===== config.mk =====
export PLATFORM = sky130hd
export DESIGN_NAME = mcsr_unit
export DESIGN_NICKNAME = d
export VERILOG_FILES = /design/src/rtl/mcsr_pkg.sv /design/src/rtl/mcsr_opcalc.sv /design/src/rtl/mcsr_target.sv /design/src/rtl/mcsr_unit.sv
export SDC_FILE = /design/constraint.sdc
export NUM_CORES = 1
export LEC_CHECK = 0
export BUFFER_PORTS_ARGS = -buffer_cell sky130_fd_sc_hd__buf_4
export CAP_MARGIN = 10
export CELL_PAD_IN_SITES_DETAIL_PLACEMENT = 1
export CELL_PAD_IN_SITES_GLOBAL_PLACEMENT = 1
export CORE_ASPECT_RATIO = 1.2
export CORE_MARGIN = 4
export CORE_UTILIZATION = 39
export DETAILED_ROUTE_END_ITERATION = 10
export PLACE_DENSITY_LB_ADDON = 0.1
export SYNTH_ARGS = -nofsm -noshare
export SYNTH_HDL_FRONTEND = slang
export SYNTH_SLANG_ARGS = --single-unit
export TNS_END_PERCENT = 100

===== constraint.sdc =====
create_clock -name clk -period 2.9 [get_ports clk]
set_input_delay 0.145 -clock clk [delete_from_list [all_inputs] [get_ports clk]]
set_output_delay 0.145 -clock clk [all_outputs]
set_load 0.02 [all_outputs]

===== src/rtl/mcsr_pkg.sv =====
package mcsr_pkg;
    localparam logic [11:0] A_MSTATUS = 12'h300;
    localparam logic [11:0] A_MIE     = 12'h304;
    localparam logic [11:0] A_MTVEC   = 12'h305;
    localparam logic [11:0] A_MEPC    = 12'h341;
    localparam logic [11:0] A_MCAUSE  = 12'h342;
    localparam logic [11:0] A_MIP     = 12'h344;

    localparam logic [1:0] PRIV_U = 2'b00;
    localparam logic [1:0] PRIV_M = 2'b11;

    localparam int ST_IE    = 3;
    localparam int ST_PIE   = 7;
    localparam int ST_PP_LO = 11;

    localparam int IRQ_SW_BIT  = 3;
    localparam int IRQ_TMR_BIT = 7;
    localparam int IRQ_EXT_BIT = 11;

    localparam int IMM_W = 5;

    typedef enum logic [1:0] {
        KIND_NONE  = 2'b00,
        KIND_WRITE = 2'b01,
        KIND_SET   = 2'b10,
        KIND_CLEAR = 2'b11
    } op_kind_e;
endpackage


===== src/rtl/mcsr_opcalc.sv =====
module mcsr_opcalc
    import mcsr_pkg::*;
#(
    parameter int XLEN = 32
) (
    input  logic [2:0]       op,
    input  logic [XLEN-1:0]  old_val,
    input  logic [XLEN-1:0]  rs_val,
    input  logic             rs_is_x0,
    input  logic [IMM_W-1:0] uimm,
    output logic             wr_en,
    output logic [XLEN-1:0]  wr_val
);
    logic [XLEN-1:0] operand;
    logic            field_zero;
    op_kind_e        kind;

    always_comb begin
        kind       = op_kind_e'(op[1:0]);
        operand    = op[2] ? {{(XLEN-IMM_W){1'b0}}, uimm} : rs_val;
        field_zero = op[2] ? (uimm == '0) : rs_is_x0;
        wr_en      = 1'b0;
        wr_val     = old_val;
        case (kind)
            KIND_WRITE: begin
                wr_en  = 1'b1;
                wr_val = operand;
            end
            KIND_SET: begin
                wr_en  = !field_zero;
                wr_val = old_val | operand;
            end
            KIND_CLEAR: begin
                wr_en  = !field_zero;
                wr_val = old_val & ~operand;
            end
            default: begin
                wr_en  = 1'b0;
                wr_val = old_val;
            end
        endcase
    end
endmodule


===== src/rtl/mcsr_target.sv =====
module mcsr_target #(
    parameter int XLEN     = 32,
    parameter bit VECTORED = 1'b1
) (
    input  logic            trap_req,
    input  logic            ret_req,
    input  logic [XLEN-1:0] trap_cause,
    input  logic [XLEN-3:0] tvec_base,
    input  logic            tvec_vec,
    input  logic [XLEN-1:0] epc,
    output logic            redirect_valid,
    output logic [XLEN-1:0] redirect_pc
);
    logic [XLEN-1:0] base_pc;
    logic [XLEN-1:0] trap_tgt;

    assign base_pc = {tvec_base, 2'b00};

    generate
        if (VECTORED) begin : g_vec
            logic [XLEN-1:0] offset;
            assign offset   = {1'b0, trap_cause[XLEN-2:0]} << 2;
            assign trap_tgt = (tvec_vec && trap_cause[XLEN-1]) ? base_pc + offset : base_pc;
        end else begin : g_direct
            assign trap_tgt = base_pc;
        end
    endgenerate

    always_comb begin
        redirect_valid = trap_req | ret_req;
        if (trap_req)
            redirect_pc = trap_tgt;
        else if (ret_req)
            redirect_pc = epc;
        else
            redirect_pc = '0;
    end
endmodule


===== src/rtl/mcsr_unit.sv =====
module mcsr_unit
    import mcsr_pkg::*;
#(
    parameter int XLEN     = 32,
    parameter bit VECTORED = 1'b1
) (
    input  logic             clk,
    input  logic             rst_n,
    input  logic [2:0]       csr_op,
    input  logic [11:0]      csr_addr,
    input  logic [XLEN-1:0]  rs_val,
    input  logic             rs_is_x0,
    input  logic [4:0]       uimm,
    input  logic             trap_req,
    input  logic [XLEN-1:0]  trap_cause,
    input  logic [XLEN-1:0]  trap_pc,
    input  logic             ret_req,
    input  logic             irq_sw,
    input  logic             irq_tmr,
    input  logic             irq_ext,
    output logic [XLEN-1:0]  csr_rdata,
    output logic             redirect_valid,
    output logic [XLEN-1:0]  redirect_pc,
    output logic [1:0]       priv_mode
);
    localparam logic [XLEN-1:0] IE_MASK =
        (XLEN'(1) << IRQ_SW_BIT) | (XLEN'(1) << IRQ_TMR_BIT) | (XLEN'(1) << IRQ_EXT_BIT);

    typedef struct packed {
        logic            ie;
        logic            pie;
        logic [1:0]      pp;
        logic [XLEN-1:0] irq_en;
        logic [XLEN-3:0] tvec_base;
        logic            tvec_vec;
        logic [XLEN-3:0] epc;
        logic [XLEN-1:0] cause;
        logic [1:0]      priv;
    } state_t;

    state_t st_d, st_q;

    logic            wr_en;
    logic [XLEN-1:0] wr_val;
    logic [XLEN-1:0] status_view;
    logic [XLEN-1:0] pend_view;

    // Observation points for the bound checker
    logic            status_ie, status_pie;
    logic [1:0]      status_pp, cur_priv;
    logic [XLEN-1:0] epc_q, irq_en_q;

    assign status_ie  = st_q.ie;
    assign status_pie = st_q.pie;
    assign status_pp  = st_q.pp;
    assign cur_priv   = st_q.priv;
    assign epc_q      = {st_q.epc, 2'b00};
    assign irq_en_q   = st_q.irq_en;
    assign priv_mode  = st_q.priv;

    // Read view of the addressed CSR
    always_comb begin
        status_view = '0;
        status_view[ST_IE]                = st_q.ie;
        status_view[ST_PIE]               = st_q.pie;
        status_view[ST_PP_LO+1:ST_PP_LO]  = st_q.pp;
        pend_view = '0;
        pend_view[IRQ_SW_BIT]  = irq_sw;
        pend_view[IRQ_TMR_BIT] = irq_tmr;
        pend_view[IRQ_EXT_BIT] = irq_ext;
        case (csr_addr)
            A_MSTATUS: csr_rdata = status_view;
            A_MIE:     csr_rdata = st_q.irq_en;
            A_MTVEC:   csr_rdata = {st_q.tvec_base, 1'b0, st_q.tvec_vec};
            A_MEPC:    csr_rdata = {st_q.epc, 2'b00};
            A_MCAUSE:  csr_rdata = st_q.cause;
            A_MIP:     csr_rdata = pend_view;
            default:   csr_rdata = '0;
        endcase
    end

    mcsr_opcalc #(.XLEN(XLEN)) u_opcalc (
        .op       (csr_op),
        .old_val  (csr_rdata),
        .rs_val   (rs_val),
        .rs_is_x0 (rs_is_x0),
        .uimm     (uimm),
        .wr_en    (wr_en),
        .wr_val   (wr_val)
    );

    mcsr_target #(.XLEN(XLEN), .VECTORED(VECTORED)) u_target (
        .trap_req       (trap_req),
        .ret_req        (ret_req),
        .trap_cause     (trap_cause),
        .tvec_base      (st_q.tvec_base),
        .tvec_vec       (st_q.tvec_vec),
        .epc            ({st_q.epc, 2'b00}),
        .redirect_valid (redirect_valid),
        .redirect_pc    (redirect_pc)
    );

    // Next-state: trap entry, then return, then CSR write
    always_comb begin
        st_d = st_q;
        if (trap_req) begin
            st_d.epc   = trap_pc[XLEN-1:2];
            st_d.cause = trap_cause;
            st_d.pp    = st_q.priv;
            st_d.pie   = st_q.ie;
            st_d.ie    = 1'b0;
            st_d.priv  = PRIV_M;
        end else if (ret_req) begin
            st_d.ie   = st_q.pie;
            st_d.pie  = 1'b1;
            st_d.priv = st_q.pp;
            st_d.pp   = PRIV_U;
        end else if (wr_en) begin
            case (csr_addr)
                A_MSTATUS: begin
                    st_d.ie  = wr_val[ST_IE];
                    st_d.pie = wr_val[ST_PIE];
                    st_d.pp  = wr_val[ST_PP_LO+1:ST_PP_LO];
                end
                A_MIE:    st_d.irq_en = wr_val & IE_MASK;
                A_MTVEC: begin
                    st_d.tvec_base = wr_val[XLEN-1:2];
                    st_d.tvec_vec  = (wr_val[1:0] == 2'b01);
                end
                A_MEPC:   st_d.epc   = wr_val[XLEN-1:2];
                A_MCAUSE: st_d.cause = wr_val;
                default:  st_d = st_q;
            endcase
        end
    end

    always_ff @(posedge clk) begin
        if (!rst_n) begin
            st_q      <= '0;
            st_q.priv <= PRIV_M;
        end else begin
            st_q <= st_d;
        end
    end
endmodule


==> metrics.txt, run 1 <==
clock buffer depth=2; Critical Path Sink Type=output pin; max incr delay on CP=0.34 ns; vias=9280; final hold vios=0; CTS Buf Count=9; Slowest cell on crit path=dfxtp_2; fmax=319 MHz; Yosys warnings=0; CTS tree=built; layout cells sized above 1=31.9%; worst path bufs/invs=2; Worst-Skew Late Latency=0.37 ns; Finished Layout Cells=1524; post-DP HPWL=23200 µm; Post-synth EDFFs=0; final worst-path cycle share=108%; DIE AREA=22700 µm²; Seq/Total Area, Yosys=25.8%; H-tree depth=3; Worst-path clk slew=0.07 ns; setup violators final=16; ys async rst share=0%; startpoint types=register; IO Port Bufs=186; Die H=164 µm; RSZ-0062 raised after global routing=true; Post-Place Cells=1492; vias per std cell=6.09; max cap viols=0; run status=complete, but fails checks; max-slew violations=0; Reg power frac=42.2%; most frequent cells after synthesis=nand2_1, dfxtp_1, a22oi_1; 1st-iter DRT viols=709; largest net degree at the start of global routing=76; NetSw=1.08 mW; Avg Inst Size Synth=7.50 µm²; cell count after synthesis=1056; area grow syn2layout=36.1%; Power Dens Cells=328 nW/µm²; worst endpoint data arrival time=2.99 ns; peak supply drop=0.249 mV; Antenna Cells=0; Main synth FF type=dfxtp_1; Placement Setup Slack=-0.250 ns; Synth top area share=25.8%; Least-Margin Pin Slew=1.19 ns; antenna violations before repair=0; crit-path max FO=2; WL final=34600 µm; clock skew=0.00922 ns; clock group share of total power=36.0%; grt ovf=0; Synth Cell Area=7920 µm²; Avg WL per Cell=22.7 µm; Synth Register Bits=102; ranking of synthesized cells by area=dfxtp_1, nand2_1, a22oi_1; Final min period=3.14 ns; number of detailed-route iterations in the first pass=5; core area=19800 µm²; Hold Path Class=in -> reg; first-pass GRT wire length=52400 µm; Final ANT Viol Nets=0; largest area contributor in the netlist=dfxtp_1; IO Pins=191; Setup CP Type=reg -> out; Internal=2.46 mW; R2R setup slack=0.44 ns; Top delay family on crit path=compound AO/OA/AOI/OAI gates; leakage power=4.43 nW; Total Nets Final=1412; CTS Root Cell=clkbuf_16; failing checks=setup timing; GRT Overall Usage=29.0%; DRC errors left=0; GPL Wtd Cong=0.926; Combinational Power Share=21.8%; vias in the first global route=9483; top-count cell post-synth=nand2_1; switching portion of total power=30.4%; chip width=138 µm; final worst slack=-0.236 ns; slew margin rel.=20.3%; worst endpoint required time=2.76 ns; Cell Rows=56; Cell Chain, Critical Path=ha_4 -> buf_6 -> a21o_1 -> a31o_4 -> a221oi_4 -> a21oi_4 -> o21ai_1 -> nand2_1 -> xnor2_1 -> or3_1 -> a31oi_2 -> buf_4; Yosys cell types=72; TritonCTS Sinks=102; initial core utilization=40.1%
## worst paths after layout
check                         start                     to  cells after the start
max           st_q[71]$_SDFFE_PN0P_        redirect_pc[31]                     12
min                      trap_pc[6]  epc_q[6]$_SDFFE_PN0P_                      3
max reg2reg  status_ie$_SDFFE_PP0P_  st_q[66]$_SDFFE_PN0P_                      8
min reg2reg   st_q[94]$_SDFFE_PN0P_  st_q[94]$_SDFFE_PN0P_                      2
## metal layers
| layer | GRT usage, % | up-vias | routed length [µm] |
|---|---|---|---|
| li1 | - | 4296 | - |
| met2 | 52.1 | 346 | 17200 |
| met5 | 0 | - | 0 |
| met3 | 3.90 | 76 | 1890 |
| met4 | 12.0 | 0 | 1230 |
| met1 | 34.9 | 4562 | 14300 |
## per-stage QoR
stage	setup TNS [ns]	utilization, %	instance area (µm²)	hold WS, ns	power [mW]
3_3_place_gp	-0.627	50.0	9880	0.451	2.23
4_1_cts	-1.13	53.8	10600	0.0832	3.52
6_report	-2.08	54.6	10800	0.0851	3.54
2_1_floorplan	0	-	7920	0.316	1.92
5_1_grt	-3.67	54.6	10800	0.106	3.66
3_5_place_dp	-0.945	50.0	9880	0.458	2.25
## flip-flops by register name, summed over array words and instances (netlist names)
register    count
irq_en_q        3
st_q           63
epc_q          30
status_pie      1
status_pp       2
status_ie       1
priv_mode       2
## tightest hold or removal path: cells and delay by family
family / cells / cell delay (ns)
compound gates: 2 / 0.19
buf+inv: 1 / 0.08
## cells by family (layout without fill, tap and decap cells)
group,count (synthesis),in the layout,synth area share [%]
adder cells (fa/ha/maj),30,30,4.83
XOR/XNOR,18,18,1.99
buffers and inverters,106,312,5.75
AND/OR/NAND/NOR,398,398,22.9
multiplexers,17,17,2.18
flip-flops,102,102,25.8
other,1,2,0.0473
AO/OA/AOI/OAI,384,384,36.6
## repair_timing
| action | in CTS | in global routing |
|---|---|---|
| resized for setup | 87 | 23 |
| endpoints found under the setup margin | 20 | 21 |
| hold buffers | 0 | 0 |
| buffers inserted | 9 | 7 |
| pin swaps | 35 | 23 |
## area by class of cell
class	instances	area, µm²
clock buffers	13	240
well taps	261	327
clock inverters	3	45.0
repair buffers	277	2150
multi-input cells	849	5900
flip-flops and latches	102	2050
fillers	2486	8980
inverters	19	71.3
## power groups by stage
| stage | Combinational, mW | Sequential, mW | Clock [mW] |
|---|---|---|---|
| floorplan | 0.403 | 1.51 | 0 |
| global placement | 0.712 | 1.52 | 0 |
| detailed placement | 0.726 | 1.52 | 0 |
| CTS | 0.753 | 1.49 | 1.28 |
| global route | 0.825 | 1.50 | 1.33 |
| finish | 0.770 | 1.49 | 1.27 |
## cells in the final DEF (no fill, tap or decap), drive strengths merged, types with 3 or more instances in the layout
cell type  instances
nand2b             5
a22oi             60
and2              11
a222oi            33
nor3              14
o211ai             9
nor2b             40
a211o              3
buf              277
xor2               7
a211oi            32
nand3             14
mux2i             15
clkbuf            13
nand2            228
o21a               3
or2                3
and3              10
nor4               3
o311ai             4
o21ai             47
ha                29
nor2              55
a21oi             52
inv               19
dfxtp            102
a21o              12
a21boi            63
nand4              6
or3                3
a221oi             5
a31oi             40
xnor2             11
Note: power is estimated with default switching activity, not from simulation.
==> run 2: changes to the inputs <==
PLACE_DENSITY = 0.82   (was default)
PLACE_DENSITY_LB_ADDON = default   (was 0.1)
==> run 2 against run 1 <==
- the flow still finishes with violations (setup timing)
- non-clock buffer count unchanged
- clock-buffer cell count unchanged
- hold slack got worse by 0.0062 ns
- register-to-register slack improved by 0.08 ns
- global-route usage increased by 0.21 points
- clock skew decreased by 0.00072 ns
- final area increased by 0.50%
- largest cell class unchanged
==> metrics.txt, run 2 (synthesis gave the netlist of run 1 again) <==
final worst-path cycle share=108% (about the same); antenna violations before repair=0 (unchanged); run status=complete, but fails checks (unchanged); max cap viols=0 (unchanged); GPL Wtd Cong=0.940 (was 0.926); number of detailed-route iterations in the first pass=9 (was 5); Post-Place Cells=1487 (was 1492); most common cell after layout, fill and taps aside=buf_4 (unchanged); Least-Margin Pin Slew=0.908 ns (was 1.19 ns); TritonCTS Sinks=102 (unchanged); setup violators final=16 (unchanged); failing checks=setup timing (unchanged); Final ANT Viol Nets=0 (unchanged); IO Port Bufs=186 (unchanged); CTS Buf Count=9 (unchanged); Hold Path Class=in -> reg (unchanged); post-DP HPWL=23600 µm (was 23200 µm); Finished Layout Cells=1524 (unchanged); Min Hold Slack=0.0789 ns (was 0.0851 ns); fmax=321 MHz (was 319 MHz); RSZ-0062 raised after global routing=true (unchanged); core area=19800 µm² (unchanged); Power Dens Cells=325 nW/µm² (was 328 nW/µm²); commonest cells after routing, fill and taps aside=buf_4, nand2_1, dfxtp_1, a22oi_1, nor2_1 (unchanged); clock buffer depth=2 (unchanged); grt ovf=0 (unchanged); DIE AREA=22700 µm² (unchanged); largest net degree at the start of global routing=84 (was 76); Final min period=3.12 ns (was 3.14 ns); 1st-iter DRT viols=927 (was 709); slew margin rel.=39.5% (was 20.3%); Total Nets Final=1412 (unchanged); Hold-fix buffers, CTS=0 (unchanged); H-tree depth=3 (unchanged); Cell Rows=56 (unchanged); max-slew violations=0 (unchanged); leakage power=4.43 nW (about the same); fillcell total=2441 (was 2486); area grow syn2layout=36.8% (was 36.1%); vias in the first global route=9897 (was 9483); final worst slack=-0.218 ns (was -0.236 ns); vias=9609 (was 9280); CTS tree=built (unchanged); Worst-Skew Late Latency=0.37 ns (about the same); GRT Overall Usage=29.2% (was 29.0%); Critical Path Sink Type=output pin (unchanged); initial core utilization=40.1% (unchanged); peak supply drop=0.290 mV (was 0.249 mV); first-pass GRT wire length=53600 µm (was 52400 µm); Avg WL per Cell=23.6 µm (was 22.7 µm); layout cells sized above 1=33.3% (was 31.9%); worst endpoint required time=2.76 ns (about the same); worst endpoint data arrival time=2.97 ns (was 2.99 ns); clock skew=0.00849 ns (was 0.00922 ns); Placement Setup Slack=-0.289 ns (was -0.250 ns); IO Pins=191 (unchanged); crit-path max FO=3 (was 2); Setup CP Type=reg -> out (unchanged); CTS Root Cell=clkbuf_16 (unchanged); chip width=138 µm (unchanged); Largest register FFs=63 (unchanged); WL final=35900 µm (was 34600 µm); Die H=164 µm (unchanged); Antenna Cells=0 (unchanged); vias per std cell=6.31 (was 6.09); DRC errors left=0 (unchanged); final hold vios=0 (unchanged); startpoint types=register (unchanged); Worst-path clk slew=0.08 ns (was 0.07 ns); most flop-heavy register=st_q (unchanged)
==> run 2: worst max-delay path: stages, from the launching register on <==
cell	delay, ns
dfxtp_2	0.36
ha_4	0.14
inv_2	0.03
fa_2	0.36
nor2b_2	0.14
o31a_1	0.21
o21ai_2	0.11
a21boi_2	0.21
buf_4	0.16
o21ai_2	0.05
nand2b_1	0.12
a31oi_2	0.12
nor4_1	0.27
nand3b_1	0.18
buf_6	0.13
==> run 2: worst paths after layout <==
path	start	to	slack [ns]	depth (start not counted)
worst max register to register	status_ie$_SDFFE_PP0P_	epc_q[3]$_SDFFE_PN0P_	0.52	8
worst min-delay path	trap_pc[16]	epc_q[16]$_SDFFE_PN0P_	0.08	3
worst max-delay path	st_q[65]$_SDFFE_PN0P_	redirect_pc[20]	-0.22	14
worst min register to register	st_q[81]$_SDFFE_PN0P_	st_q[81]$_SDFFE_PN0P_	0.49	2
==> run 2: cell type report <==
cell class | instances | area [µm²] | area share (%)
sequential | 102 | 2060 | 19.0
clock buffer | 13 | 260 | 2.40
inverter | 19 | 71.3 | 0.658
multi-input combinational | 849 | 5930 | 54.8
tap | 261 | 327 | 3.01
clock inverter | 3 | 18.8 | 0.173
timing repair buffer | 277 | 2170 | 20.0
==> run 2: what timing repair did <==
| item | in CTS | in global routing |
|---|---|---|
| pin swaps | 33 | 44 |
| resized for setup | 79 | 57 |
| setup endpoints to repair | 21 | 23 |
| buffers inserted | 12 | 10 |
==> run 2: power by group <==
part	total, mW	leakage, nW	internal [mW]	switching [mW]
sequential	1.49	0.841	1.45	0.0403
clock	1.24	0.140	0.631	0.610
combinational	0.787	3.45	0.340	0.447
==> run 2: routing by layer <==
metal,wire (µm),share of wire (%),vias up,track usage (%)
met2,18200,51,466,52.6
met3,2200,6.1,109,4.46
met1,14200,40,4743,34.5
li1,-,-,4291,-
met4,1330,3.7,0,12.8
met5,0,0,-,0
==> run 2: per-stage QoR <==
step	utilization (%)	TNS [ns]	cell area, µm²	total power [mW]
global placement	49.8	-0.565	9840	2.23
global route	54.8	-4.08	10800	3.63
detailed placement	49.8	-1.09	9840	2.25
CTS	53.2	-1.46	10500	3.47
floorplan	-	0	7920	1.92
finish	54.8	-2.17	10800	3.52
==> run 3: changes to the inputs <==
CORE_MARGIN = 5   (was 4)
==> run 3 against run 2 <==
- the run still ends with setup timing left
- sequential power barely moved
- highest routed layer unchanged
- final cell count stayed put
- largest power group unchanged
- critical path type unchanged
- total power up 0.18%
- critical path depth fell by 1
==> metrics.txt, run 3 (synthesis gave the netlist of run 1 again) <==
chip width=140 µm (was 138 µm); H-tree depth=3 (unchanged); leakage power=4.39 nW (was 4.43 nW); Setup TNS=-1.67 ns (was -2.17 ns); TritonCTS Sinks=102 (unchanged); peak supply drop=0.272 mV (was 0.290 mV); DIE AREA=23300 µm² (was 22700 µm²); layout cells sized above 1=32.6% (was 33.3%); Worst-Skew Late Latency=0.36 ns (was 0.37 ns); core area=20100 µm² (was 19800 µm²); Final ANT Viol Nets=0 (unchanged); CTS Buf Count=9 (unchanged); register area=2050 µm² (was 2060 µm²); Die H=166 µm (was 164 µm); clock buffer depth=2 (unchanged); Setup CP Type=reg -> out (unchanged); initial core utilization=39.4% (was 40.1%); final cell area excluding filler cells=10700 µm² (was 10800 µm²); worst endpoint required time=2.76 ns (about the same); Antenna Cells=0 (unchanged); area grow syn2layout=35.3% (was 36.8%); fillcell total=2527 (was 2441); Critical Path Start=st_q[65]$_SDFFE_PN0P_ (unchanged); startpoint types=register (unchanged); Largest register FFs=63 (unchanged); CTS Root Cell=clkbuf_16 (unchanged); Least-Margin Pin Slew=1.14 ns (was 0.908 ns); grt ovf=0 (unchanged); clock skew=0.00580 ns (was 0.00849 ns); antenna violations before repair=0 (unchanged); final hold vios=0 (unchanged); GPL Wtd Cong=0.920 (was 0.940); worst endpoint data arrival time=2.94 ns (was 2.97 ns); post-DP HPWL=24300 µm (was 23600 µm); reg2reg path depth=8 (unchanged); reg-to-reg endpoint=st_q[5]$_SDFFE_PN0P_ (was epc_q[3]$_SDFFE_PN0P_); Placement Setup Slack=-0.382 ns (was -0.289 ns); failing checks=setup timing (unchanged); Hold-fix buffers, CTS=0 (unchanged); Min Hold Slack=0.0843 ns (was 0.0789 ns); Placed Area=9850 µm² (was 9840 µm²); WL final=35700 µm (was 35900 µm); GRT Overall Usage=28.8% (was 29.2%); slew margin rel.=24.0% (was 39.5%); CP Capture Point=redirect_pc[28] (was redirect_pc[20]); Worst-path clk slew=0.07 ns (was 0.08 ns); r2r startpoint=status_ie$_SDFFE_PP0P_ (unchanged); Multi-input gate area=5850 µm² (was 5930 µm²); final worst slack=-0.180 ns (was -0.218 ns); setup violators final=16 (unchanged); IO Port Bufs=186 (unchanged); final worst-path cycle share=106% (was 108%); Cell Rows=57 (was 56); max cap viols=0 (unchanged); first-pass GRT wire length=54200 µm (was 53600 µm); Power Dens Cells=329 nW/µm² (was 325 nW/µm²); 1st-iter DRT viols=942 (was 927); Total Nets Final=1410 (was 1412); commonest cells after routing, fill and taps aside=buf_4, nand2_1, dfxtp_1, a22oi_1, nor2_1 (unchanged); largest net degree at the start of global routing=103 (was 84); IO Pins=191 (unchanged); crit-path max FO=3 (unchanged); Critical Path Sink Type=output pin (unchanged); CTS tree=built (unchanged); Final min period=3.08 ns (was 3.12 ns); most flop-heavy register=st_q (unchanged); fmax=325 MHz (was 321 MHz); R2R setup slack=0.68 ns (was 0.52 ns); vias in the first global route=10081 (was 9897); RSZ-0062 raised after global routing=true (unchanged); run status=complete, but fails checks (unchanged); Avg WL per Cell=23.4 µm (was 23.6 µm); DRC errors left=0 (unchanged); number of detailed-route iterations in the first pass=7 (was 9); vias=9492 (was 9609); most common cell after layout, fill and taps aside=buf_4 (unchanged); Hold Path Class=in -> reg (unchanged); max-slew violations=0 (unchanged); vias per std cell=6.23 (was 6.31)
==> run 3: cell types whose count changed in the layout (fill, tap and decap cells not counted), sizes merged <==
cell / before / now
bufinv: 0 / 1
inv: 19 / 20
clkinv: 3 / 1
clkbuf: 13 / 11
buf: 277 / 275
==> run 3: repair_timing <==
action | in CTS | in global routing
cloned | 0 | 0
resized for setup | 79 | 34
endpoints found under the setup margin | 20 | 22
buffers inserted | 18 | 6
pin swaps | 36 | 26
endpoints found under the hold margin | 0 | 0
==> run 3: power by group <==
part / switching (mW) / internal (mW)
combinational: 0.439 / 0.335
sequential: 0.0404 / 1.45
clock: 0.574 / 0.687
total: 1.05 / 2.48
==> run 3: layout make-up <==
type | instances | area share (%)
well taps | 265 | 3.09
inverters | 19 | 0.689
repair buffers | 275 | 19.8
clock inverters | 3 | 0.409
multi-input cells | 849 | 54.6
clock buffers | 11 | 2.27
flip-flops and latches | 102 | 19.2
==> run 3: how the worst min path moves through the flow <==
stage,from,slack (ns),depth (start not counted),end
2_1_floorplan,ret_req,0.32,2,status_ie$_SDFFE_PP0P_
3_3_place_gp,trap_cause[30],0.43,3,st_q[32]$_SDFFE_PN0P_
3_5_place_dp,trap_cause[30],0.45,3,st_q[32]$_SDFFE_PN0P_
4_1_cts,trap_pc[6],0.09,3,epc_q[6]$_SDFFE_PN0P_
5_1_grt,trap_cause[14],0.11,3,st_q[16]$_SDFFE_PN0P_
6_report,trap_pc[16],0.08,3,epc_q[16]$_SDFFE_PN0P_
==> run 3: through the flow <==
stage / utilization [%] / cells / total power, mW
2_1_floorplan: - / 1057 / 1.92
3_3_place_gp: 49.0 / 1491 / 2.22
3_5_place_dp: 49.0 / 1491 / 2.25
4_1_cts: 52.5 / 1521 / 3.50
5_1_grt: 53.3 / 1524 / 3.64
6_report: 53.3 / 1524 / 3.53
==> run 3: layer usage <==
layer	routed length (µm)	track usage, %	vias up
met2	18100	51.5	480
met5	0	0	-
li1	-	-	4283
met1	13600	33.2	4607
met4	1630	13.8	0
met3	2380	4.72	122
==> run 3: worst max-delay path: stages, from the launching register on <==
cell and delay, ns:
dfxtp_2 0.35, ha_4 0.15, inv_4 0.04, fa_2 0.36, nor2b_2 0.15, o31a_1 0.21, o21ai_2 0.11, a21boi_2 0.21
a31o_4 0.22, a31oi_4 0.11, o21ai_2 0.16, mux2i_1 0.20, o211ai_1 0.12, buf_4 0.19
